## src/rtl/pfs_pkg.sv

```systemverilog
package pfs_pkg;
  localparam int NUM_MON = 2;   // index 0: reference, index 1: feedback
  localparam int REF_IDX = 0;
  localparam int FB_IDX  = 1;

  typedef struct packed {
    logic run;                  // monitor windows active (PLL mode)
  } monCtl_t;

  typedef struct packed {
    logic judged;               // one-cycle strobe: a window just closed
    logic lostRef;              // reference had too few edges
    logic lostFb;               // feedback had too few edges
  } monStat_t;
endpackage

```

## src/rtl/pfsClockMonitor.sv

```systemverilog
module pfsClockMonitor
  import pfs_pkg::*;
#(
  parameter int WIN_CYCLES  = 32,
  parameter int MIN_EDGES   = 4,
  parameter int SYNC_STAGES = 2
) (
  input  logic               clk,
  input  logic               porRstN,
  input  monCtl_t            ctl,
  input  logic [NUM_MON-1:0] clkIn,
  output monStat_t           stat
);
  localparam int WIN_W = (WIN_CYCLES > 1) ? $clog2(WIN_CYCLES) : 1;
  localparam int CNT_W = $clog2(WIN_CYCLES + 1);
  localparam logic [WIN_W-1:0] WIN_LAST = WIN_W'(WIN_CYCLES - 1);

  logic [WIN_W-1:0]   winCnt;
  logic               winEnd;
  logic [NUM_MON-1:0] rise;
  logic [NUM_MON-1:0] lost;
  logic               judged;

  assign winEnd = ctl.run && (winCnt == WIN_LAST);

  always_ff @(posedge clk or negedge porRstN) begin
    if (!porRstN) begin
      winCnt <= '0;
      judged <= 1'b0;
    end else if (!ctl.run) begin
      winCnt <= '0;
      judged <= 1'b0;
    end else begin
      winCnt <= winEnd ? '0 : winCnt + 1'b1;
      judged <= winEnd;
    end
  end

  for (genvar g = 0; g < NUM_MON; g++) begin : g_chan
    logic [SYNC_STAGES-1:0] syncQ;
    logic                   lastQ;
    logic [CNT_W-1:0]       edgeCnt;

    always_ff @(posedge clk or negedge porRstN) begin
      if (!porRstN) begin
        syncQ <= '0;
        lastQ <= 1'b0;
      end else begin
        syncQ <= {syncQ[SYNC_STAGES-2:0], clkIn[g]};
        lastQ <= syncQ[SYNC_STAGES-1];
      end
    end

    assign rise[g] = syncQ[SYNC_STAGES-1] && !lastQ;

    always_ff @(posedge clk or negedge porRstN) begin
      if (!porRstN) begin
        edgeCnt <= '0;
        lost[g] <= 1'b0;
      end else if (!ctl.run) begin
        edgeCnt <= '0;
        lost[g] <= 1'b0;
      end else if (winEnd) begin
        edgeCnt <= '0;
        lost[g] <= (32'(edgeCnt) < MIN_EDGES);
      end else begin
        edgeCnt <= edgeCnt + CNT_W'(rise[g]);
      end
    end
  end

  assign stat.judged  = judged;
  assign stat.lostRef = lost[REF_IDX];
  assign stat.lostFb  = lost[FB_IDX];
endmodule

```

## src/rtl/pfsControl.sv

```systemverilog
module pfsControl
  import pfs_pkg::*;
(
  input  logic     clk,
  input  logic     porRstN,
  input  logic     ctrlLolReset,
  input  logic     ctrlLolIrq,
  input  logic     ctrlClkMonEn,
  input  logic     ctrlLocReset,
  input  logic     extClkMode,
  input  logic     stopPllOff,
  input  logic     pllLock,
  input  logic     clrStickyLock,
  input  logic     clrStickyClk,
  input  logic     clrCauseLol,
  input  logic     clrCauseLoc,
  input  monStat_t stat,
  output monCtl_t  ctl,
  output logic     lockFlag,
  output logic     lolSticky,
  output logic     locFlag,
  output logic     locSticky,
  output logic     causeLol,
  output logic     causeLoc,
  output logic     irqReq,
  output logic     resetReq
);
  logic monOn, lolEvent, locEvent, rstTrigger, rstRelease;

  assign ctl.run    = !extClkMode;
  assign monOn      = ctrlClkMonEn && !extClkMode;
  assign lolEvent   = !extClkMode && !stopPllOff && !resetReq && lockFlag && !pllLock;
  assign locEvent   = monOn && !resetReq && stat.judged && (stat.lostRef || stat.lostFb);
  assign rstTrigger = (lolEvent && ctrlLolReset) || (locEvent && ctrlLocReset);
  assign rstRelease = extClkMode || (stat.judged && !stat.lostRef && pllLock);
  assign irqReq     = lolSticky && ctrlLolIrq && !extClkMode;

  always_ff @(posedge clk or negedge porRstN) begin
    if (!porRstN) begin
      lockFlag  <= 1'b0;
      lolSticky <= 1'b0;
      locFlag   <= 1'b0;
      locSticky <= 1'b0;
      resetReq  <= 1'b0;
    end else begin
      lockFlag <= !resetReq && !extClkMode && pllLock;

      if (!resetReq)      resetReq <= rstTrigger;
      else if (rstRelease) resetReq <= 1'b0;

      if (resetReq)           lolSticky <= 1'b0;
      else if (lolEvent)      lolSticky <= 1'b1;
      else if (clrStickyLock) lolSticky <= 1'b0;

      if (resetReq || !monOn) locFlag <= 1'b0;
      else if (stat.judged)   locFlag <= stat.lostRef || stat.lostFb;

      if (resetReq)          locSticky <= 1'b0;
      else if (locEvent)     locSticky <= 1'b1;
      else if (clrStickyClk) locSticky <= 1'b0;
    end
  end

  // Cause bits: cleared only by power-on reset or software.
  always_ff @(posedge clk or negedge porRstN) begin
    if (!porRstN) begin
      causeLol <= 1'b0;
      causeLoc <= 1'b0;
    end else begin
      if (lolEvent && ctrlLolReset) causeLol <= 1'b1;
      else if (clrCauseLol)         causeLol <= 1'b0;
      if (locEvent && ctrlLocReset) causeLoc <= 1'b1;
      else if (clrCauseLoc)         causeLoc <= 1'b0;
    end
  end
endmodule

```

## src/rtl/pllFaultSupervisor.sv

```systemverilog
module pllFaultSupervisor
  import pfs_pkg::*;
#(
  parameter int WIN_CYCLES  = 32,
  parameter int MIN_EDGES   = 4,
  parameter int SYNC_STAGES = 2
) (
  input  logic clk,
  input  logic porRstN,
  input  logic ctrlLolReset,
  input  logic ctrlLolIrq,
  input  logic ctrlClkMonEn,
  input  logic ctrlLocReset,
  input  logic extClkMode,
  input  logic stopPllOff,
  input  logic pllLock,
  input  logic refClkIn,
  input  logic fbClkIn,
  input  logic clrStickyLock,
  input  logic clrStickyClk,
  input  logic clrCauseLol,
  input  logic clrCauseLoc,
  output logic lockFlag,
  output logic lolSticky,
  output logic locFlag,
  output logic locSticky,
  output logic causeLol,
  output logic causeLoc,
  output logic irqReq,
  output logic resetReq
);
  monCtl_t  monCtl;
  monStat_t monStat;

  pfsClockMonitor #(
    .WIN_CYCLES (WIN_CYCLES),
    .MIN_EDGES  (MIN_EDGES),
    .SYNC_STAGES(SYNC_STAGES)
  ) u_monitor (
    .clk    (clk),
    .porRstN(porRstN),
    .ctl    (monCtl),
    .clkIn  ({fbClkIn, refClkIn}),
    .stat   (monStat)
  );

  pfsControl u_control (
    .clk          (clk),
    .porRstN      (porRstN),
    .ctrlLolReset (ctrlLolReset),
    .ctrlLolIrq   (ctrlLolIrq),
    .ctrlClkMonEn (ctrlClkMonEn),
    .ctrlLocReset (ctrlLocReset),
    .extClkMode   (extClkMode),
    .stopPllOff   (stopPllOff),
    .pllLock      (pllLock),
    .clrStickyLock(clrStickyLock),
    .clrStickyClk (clrStickyClk),
    .clrCauseLol  (clrCauseLol),
    .clrCauseLoc  (clrCauseLoc),
    .stat         (monStat),
    .ctl          (monCtl),
    .lockFlag     (lockFlag),
    .lolSticky    (lolSticky),
    .locFlag      (locFlag),
    .locSticky    (locSticky),
    .causeLol     (causeLol),
    .causeLoc     (causeLoc),
    .irqReq       (irqReq),
    .resetReq     (resetReq)
  );
endmodule

```

## config.mk

```make
export PLATFORM = sky130hd
export DESIGN_NAME = pllFaultSupervisor
export DESIGN_NICKNAME = d
export VERILOG_FILES = /design/src/rtl/pfs_pkg.sv /design/src/rtl/pfsClockMonitor.sv /design/src/rtl/pfsControl.sv /design/src/rtl/pllFaultSupervisor.sv
export SDC_FILE = /design/constraint.sdc
export NUM_CORES = 1
export LEC_CHECK = 0
export CAP_MARGIN = 20
export CORE_MARGIN = 5
export CORE_UTILIZATION = 50
export CTS_BUF_LIST = sky130_fd_sc_hd__clkbuf_16
export CTS_CLUSTER_DIAMETER = 30
export CTS_CLUSTER_SIZE = 16
export DETAILED_ROUTE_END_ITERATION = 16
export DONT_BUFFER_PORTS = 1
export PLACE_DENSITY = 0.66
export SLEW_MARGIN = 0
export SYNTH_ARGS = -nofsm -noshare
export SYNTH_HDL_FRONTEND = slang
export SYNTH_HIERARCHICAL = 1
export SYNTH_SLANG_ARGS = --single-unit
```

## constraint.sdc

```tcl
create_clock -name clk -period 1.5 [get_ports clk]
set_clock_uncertainty 0.1 [all_clocks]
set_input_delay 0.15 -clock clk [delete_from_list [all_inputs] [get_ports clk]]
set_output_delay 0.15 -clock clk [all_outputs]
set_load 0.01 [all_outputs]
```

# ---- Word-level counts from Yosys, hierarchy flattened
# Cells that the tools add are included.
dict set report classes {
  muxes 25
  eq_ne 1
  n_reduce_logical 37
  add_sub_neg 3
  order_cmp 2
}
# cell count
set op_table {}
lappend op_table {{2-to-1 mux 6 bit} 4}
lappend op_table {{logical AND 1 bit} 19}
lappend op_table {{2-to-1 mux 1 bit} 19}
lappend op_table {{adder 6 x 1 -> 6 bit} 2}
lappend op_table {{less-than comparator 6 x 3 -> 1 bit (second input constant)} 2}
lappend op_table {{2-to-1 mux 5 bit} 2}
lappend op_table {{logical NOT 1 bit} 8}
lappend op_table {{nonzero test 2 bit} 4}
lappend op_table {{nonzero test 3 bit} 2}
lappend op_table {{adder 5 x 1 -> 5 bit (second input constant)} 1}
lappend op_table {{== test 5 bit (second input constant)} 1}
lappend op_table {{logical OR 1 bit} 4}
dict set report word_totals {
  out_inout_bits 8
  input_bits 15
  register_bits 33
  elab_cells 85
}

# ---- Logic depth before layout (Yosys ltp)
dict set report logic_depth {
  ltp_word 8
  ltp_mapped 6
  depth_no_buf 6
}

# ---- Cells and area by module
# Netlist, hierarchy kept.
# module cells_per_inst seq_area_each_um2 instances area_each_um2
set by_module_without_submodules {}
lappend by_module_without_submodules {pfsClockMonitor 82 650.6 1 1037.2}
lappend by_module_without_submodules {pfsControl 29 175.2 1 317.8}

# ---- Least setup slack after synthesis
# No wires, ideal clock.
dict set report synth_timing {
  path_type {reg-to-reg}
  start {register u_monitor.winCnt[0]}
  end {register u_monitor.g_chan[0].edgeCnt[5]}
  required_time_ps 1323
  n_path_buf 1
  path_stages_with_launch 7
  setup_ps 77
  arrival_time_ps 1410
  setup_slack_ps -87
  period_less_slack_ps 1587
  path_cell_list {dfrtp_1 > ha_1 > and3_1 > ha_1 > nand2b_1 > buf_2 > a21oi_1}
}
dict set report synth_via {
  elab_chain_cells 4
}
# element line
set synth_lines {}
lappend synth_lines {{from (decl)} pfsClockMonitor.sv:18} ;# logic [WIN_W-1:0] winCnt;
lappend synth_lines {{from (signal assigned)} pfsClockMonitor.sv:34} ;# winCnt <= winEnd ? '0 : winCnt + 1'b1;
lappend synth_lines {{== test 5 bit} pfsClockMonitor.sv:24} ;# assign winEnd = ctl.run && (winCnt == WIN_LAST);
lappend synth_lines {{logical AND 1 bit} pfsClockMonitor.sv:24}
lappend synth_lines {{2-to-1 mux 6 bit} pfsClockMonitor.sv:63} ;# end else if (winEnd) begin
lappend synth_lines {{2-to-1 mux 6 bit} pfsClockMonitor.sv:60} ;# end else if (!ctl.run) begin
lappend synth_lines {{to (signal assigned)} pfsClockMonitor.sv:67} ;# edgeCnt <= edgeCnt + CNT_W'(rise[g]);
lappend synth_lines {{to (decl)} pfsClockMonitor.sv:42} ;# logic [CNT_W-1:0] edgeCnt;
# Every way passes these cells.
# A chain may end at the register's enable or synchronous reset.

# ---- Worst setup path after layout
dict set report layout_timing {
  start {register u_monitor.winCnt[1]}
  end {register u_monitor.g_chan[1].edgeCnt[0]}
}
dict set report layout_via {
  elab_chain_cells 4
}
# element line
set layout_lines {}
lappend layout_lines {{== test 5 bit} pfsClockMonitor.sv:24}
lappend layout_lines {{logical AND 1 bit} pfsClockMonitor.sv:24}
lappend layout_lines {{2-to-1 mux 6 bit} pfsClockMonitor.sv:63}
lappend layout_lines {{2-to-1 mux 6 bit} pfsClockMonitor.sv:60}
lappend layout_lines {{to (signal assigned)} pfsClockMonitor.sv:67}
lappend layout_lines {{to (decl)} pfsClockMonitor.sv:42}
# Every way passes these cells.

==> impl.org <==
** Run status
- Result of the run :: completed

** Worst setup path
- The setup check on the worst reg-to-reg path leaves a slack of 60 ps.
- Destination of the critical timing path :: u_monitor/g_chan[1].edgeCnt[0]
- Data required, critical path :: roughly 1600 ps
- The signal on the critical path passes through ha_2 -> and3_4 -> ha_4 -> nor2b_4 -> buf_6 -> and2_1.
- In this run the critical register-to-register path is launched from u_monitor/winCnt[1].
- Crit path capture type :: register
- Cell depth of the worst setup path :: 6
- Among all stages on the critical path, the largest delay is contributed by dfrtp_1.
- The worst register-to-register path ends at u_monitor/g_chan[1].edgeCnt[0].
- Number of buffers and inverters on the critical path :: 1
- Worst endpoint data arrival time :: between 1500 and 2000 ps
- The worst register-to-register path has a depth of 6.
- Kind of cell with the highest combined delay on the critical path :: simple AND/OR/NAND/NOR gates
- The critical path is of the reg2reg type.
- Of all nets on the critical path, the largest fanout is 4.
- Origin of the worst setup path :: u_monitor/winCnt[1]
- STA classifies the critical path startpoint as a register.
- Maximum cell stage delay along the critical path :: ~380 ps

** Cells and area
- Of the cells placed in the final design, the portion with a size suffix greater than 1 is 0.2000.
- The repair_antennas step left the layout with diodes totalling 0.
- The multi-input combinational cells in the finished layout cover a total of ~560 um2.
- Area Overhead vs Synth :: 29.55%
- Number of fillers in the final layout :: 180
- Post-route cell area :: 1755 um2
- Area used by sequential logic in the layout :: a little over 800 um2
- For this run, the post-layout net count is around 160.

** STA
- After layout, the minimum clock period comes to 1438 ps.
- Final Hold Viols :: 0
- Worst setup slack after layout :: between 60 and 70 ps
- For this run, the top clock speed supported by timing is 695.5 MHz.
- Worst slew pin tran :: between 200 and 300 ps
- Headroom to the max-slew limit came out at 0.8198.
- Slew Limit Fails :: 0
- Share of the clock period used by the worst path :: 0.9586
- Number of setup violations in the final report :: 0

** Placement
- Routability-driven placement finished with a final weighted congestion of between 0.7 and 0.8.
- Total of buffers placed on input and output ports :: 0
- Detailed placement HPWL :: about 1.5 mm
- Once placement finished, the instance area stood at 1438 um2.
- OpenSTA, run right after detailed placement, puts the worst setup slack at -90.03 ps.

** Yosys
- Of all cell types, the one taking the most synthesized area is dfrtp_1.
- Syn_nets :: roughly 130
- Top cells by count, synth :: dfrtp_1, nor2_1, and2_1
- Warnings from Yosys :: 6
- Sequential fraction of the synthesis area :: 0.6094
- Ranked by total cell area, the synthesized netlist is headed by dfrtp_1, ha_1, and2_1.
- Cell count after synthesis :: between 100 and 150
- Among all flip-flop cells after synthesis, the most frequent one is dfrtp_1.
- Counting flops with a built-in enable in the synthesized netlist gives 0.
- Of the post-synthesis cell area, the dominant cell type holds 0.6094.
- Of all flip-flops after synthesis, the portion carrying an async set or reset was 1.000.
- Most frequently used cell type in the post-synthesis netlist :: dfrtp_1
- Summing every instance area after synthesis gives between 1000 and 1500 um2.
- Count of unique library cells instantiated by Yosys :: 29
- Number of synthesized register bits :: 33
- In this run the mean area of a mapped cell was 12.21 um2.

** Global route
- Grt ovf :: 0
- Pin count of the biggest net entering global routing :: 34
- The first global-routing pass estimated 4.167 mm of wire.
- Number of global-route vias before repair :: about 950
- Total Routing Usage GR :: 0.1553
- Initial antenna violation count :: 0

** Power
- In this run the static leakage power is around 0.83 nW.
- Power spread over the standard cell area amounts to between 1000 and 1500 nW/um2.
- VDD sags by at most ~0.0010 V.

** Floorplan
- For this configuration, the core starts out at a cell density of 0.5324.
- DIE AREA :: 3851 um2
- Ports :: 23
- Core Region :: between 2000 and 3000 um2
- Row count :: 18
- Overall die height :: 62.06 um
- The floorplan step set the die width to 62.06 um.

** CTS
- Count of clock tree sinks :: 33
- Worst-Skew Late Latency :: around 270 ps
- Maximum buffer depth of the clock tree :: 2
- After clock tree synthesis, the clock-pin slew on the worst setup and hold paths is ~50 ps.
- TritonCTS clock tree :: done
- # H-tree levels :: 2
- Clk Tree Root Cell :: clkbuf_16
- TritonCTS created 5 clock buffers.

** Route
- Via Count :: approximately 860
- Pre-Repair DR Iteration Count :: 4
- Once detail routing completed, the nets flagged for antenna violations numbered 0.
- For this run, design rule violations remaining after detail routing come to 0.
- After detailed routing, the total wire length is 2.386 mm.
- Starting DRC count in detailed routing :: 13
- After detailed routing, the number of vias per cell comes to 5.230.
- In the final routed layout, each cell accounts on average for ~14 um.

** Min path
- The worst hold path belongs to the class in2reg.
- The worst hold path passes through 2 cells.

** Job
- Across the run, the number of max-cap violations was 0.
==> routing by layer <==
metal  global-route usage  routed length [um]  up-vias
met5                    0                   0        -
met4              0.09394                  44        0
met3              0.05992                  88        5
met2               0.2544                1228       11
met1               0.1691                1025      421
li1                     -                   -      426
==> layout by cell type, fill, tap and decap left out, drive strengths merged <==
| master | synthesis | routed |
|---|---|---|
| clkinv | 0 | 1 |
| nand3b | 1 | 1 |
| and2 | 8 | 8 |
| buf | 2 | 8 |
| a21o | 1 | 1 |
| nand2b | 2 | 2 |
| dfrtp | 33 | 33 |
| or3 | 2 | 2 |
| inv | 3 | 4 |
| mux2i | 2 | 2 |
| a22o | 1 | 1 |
| ha | 6 | 6 |
| nor2 | 11 | 11 |
| nand4b | 1 | 1 |
| nor3b | 1 | 1 |
| nor4 | 2 | 2 |
| o21ai | 2 | 2 |
| xnor2 | 3 | 3 |
| dlygate4sd3 | 0 | 11 |
| xor2 | 5 | 5 |
| a221o | 1 | 1 |
| nor2b | 7 | 7 |
| a21oi | 4 | 4 |
| nand2 | 3 | 3 |
| o2111ai | 1 | 1 |
| clkbuf | 0 | 5 |
| nand3 | 5 | 5 |
| and3 | 3 | 3 |
| o2111a | 1 | 1 |
==> power breakdown <==
part           leakage (nW)  switching (mW)  total, mW  internal [mW]
sequential            0.441          0.0153      0.933          0.918
combinational         0.319          0.0513      0.113         0.0613
clock                0.0685           0.309      0.898          0.590
total                 0.829           0.375       1.94           1.57
==> cell type report <==
class                           instances  area share
Sequential cell                        33      0.4704
Tap cell                               30     0.02138
Timing Repair Buffer                   19      0.1083
Inverter                                3    0.006415
Multi-Input combinational cell         73      0.3179
Clock inverter                          2    0.004277
Clock buffer                            5     0.07128
==> repair_timing <==
action,in CTS,in global routing
resized for setup,3,9
hold buffers,12,0
setup endpoints to repair,15,8
gates cloned,0,0
setup buffers,0,2
endpoints found under the hold margin,42,0
pin swaps,0,6
==> registers in the layout (all words and copies together), names as in the netlist <==
name	cells
u_monitor/g_chan.edgeCnt	12
u_monitor/winCnt	5
u_monitor/g_chan.syncQ	4
u_monitor/g_chan.lastQ	2
u_monitor/stat	2
u_control/causeLoc	1
u_control/causeLol	1
u_control/locFlag	1
u_control/locSticky	1
u_control/lockFlag	1
u_control/lolSticky	1
u_control/resetReq	1
u_monitor/judged	1
==> cells by family after synthesis <==
group / after synthesis / share of synthesized area
fa+ha+maj: 6 / 0.05540
compound gates: 11 / 0.05633
xor+xnor: 8 / 0.05171
simple gates: 46 / 0.1948
buf+inv: 5 / 0.01754
flops: 33 / 0.6094
mux: 2 / 0.01477
==> worst reg2reg max path, delay by kind of cell (launching register included) <==
family | cells | cell delay [ps]
simple gates | 3 | 420
flops | 1 | 380
fa+ha+maj | 2 | 360
buf+inv | 1 | 110
==> worst min path at each step <==
stage,startpoint,to
6_report,pllLock,u_control/resetReq
5_1_grt,pllLock,u_control/resetReq
4_1_cts,pllLock,u_control/resetReq
3_5_place_dp,porRstN,u_control/causeLoc
3_3_place_gp,porRstN,u_control/causeLoc
2_1_floorplan,porRstN,u_control/causeLoc
==> metrics by stage <==
stage / total power [mW] / std cells / TNS [ps] / hold WS, ps / utilization
6_report: 1.944 / 165 / 0 / 15.61 / 0.6898
5_1_grt: 2.029 / 165 / -0.2429 / 25.98 / 0.6898
4_1_cts: 1.967 / 163 / 0 / 9.149 / 0.6721
3_5_place_dp: 1.000 / 144 / -672.2 / -244.8 / 0.5649
3_3_place_gp: 0.9983 / 144 / -412.4 / -244.8 / 0.5649
2_1_floorplan: 0.9814 / 111 / 0 / -245.6 / -
Power figures use the tool's default switching activity.
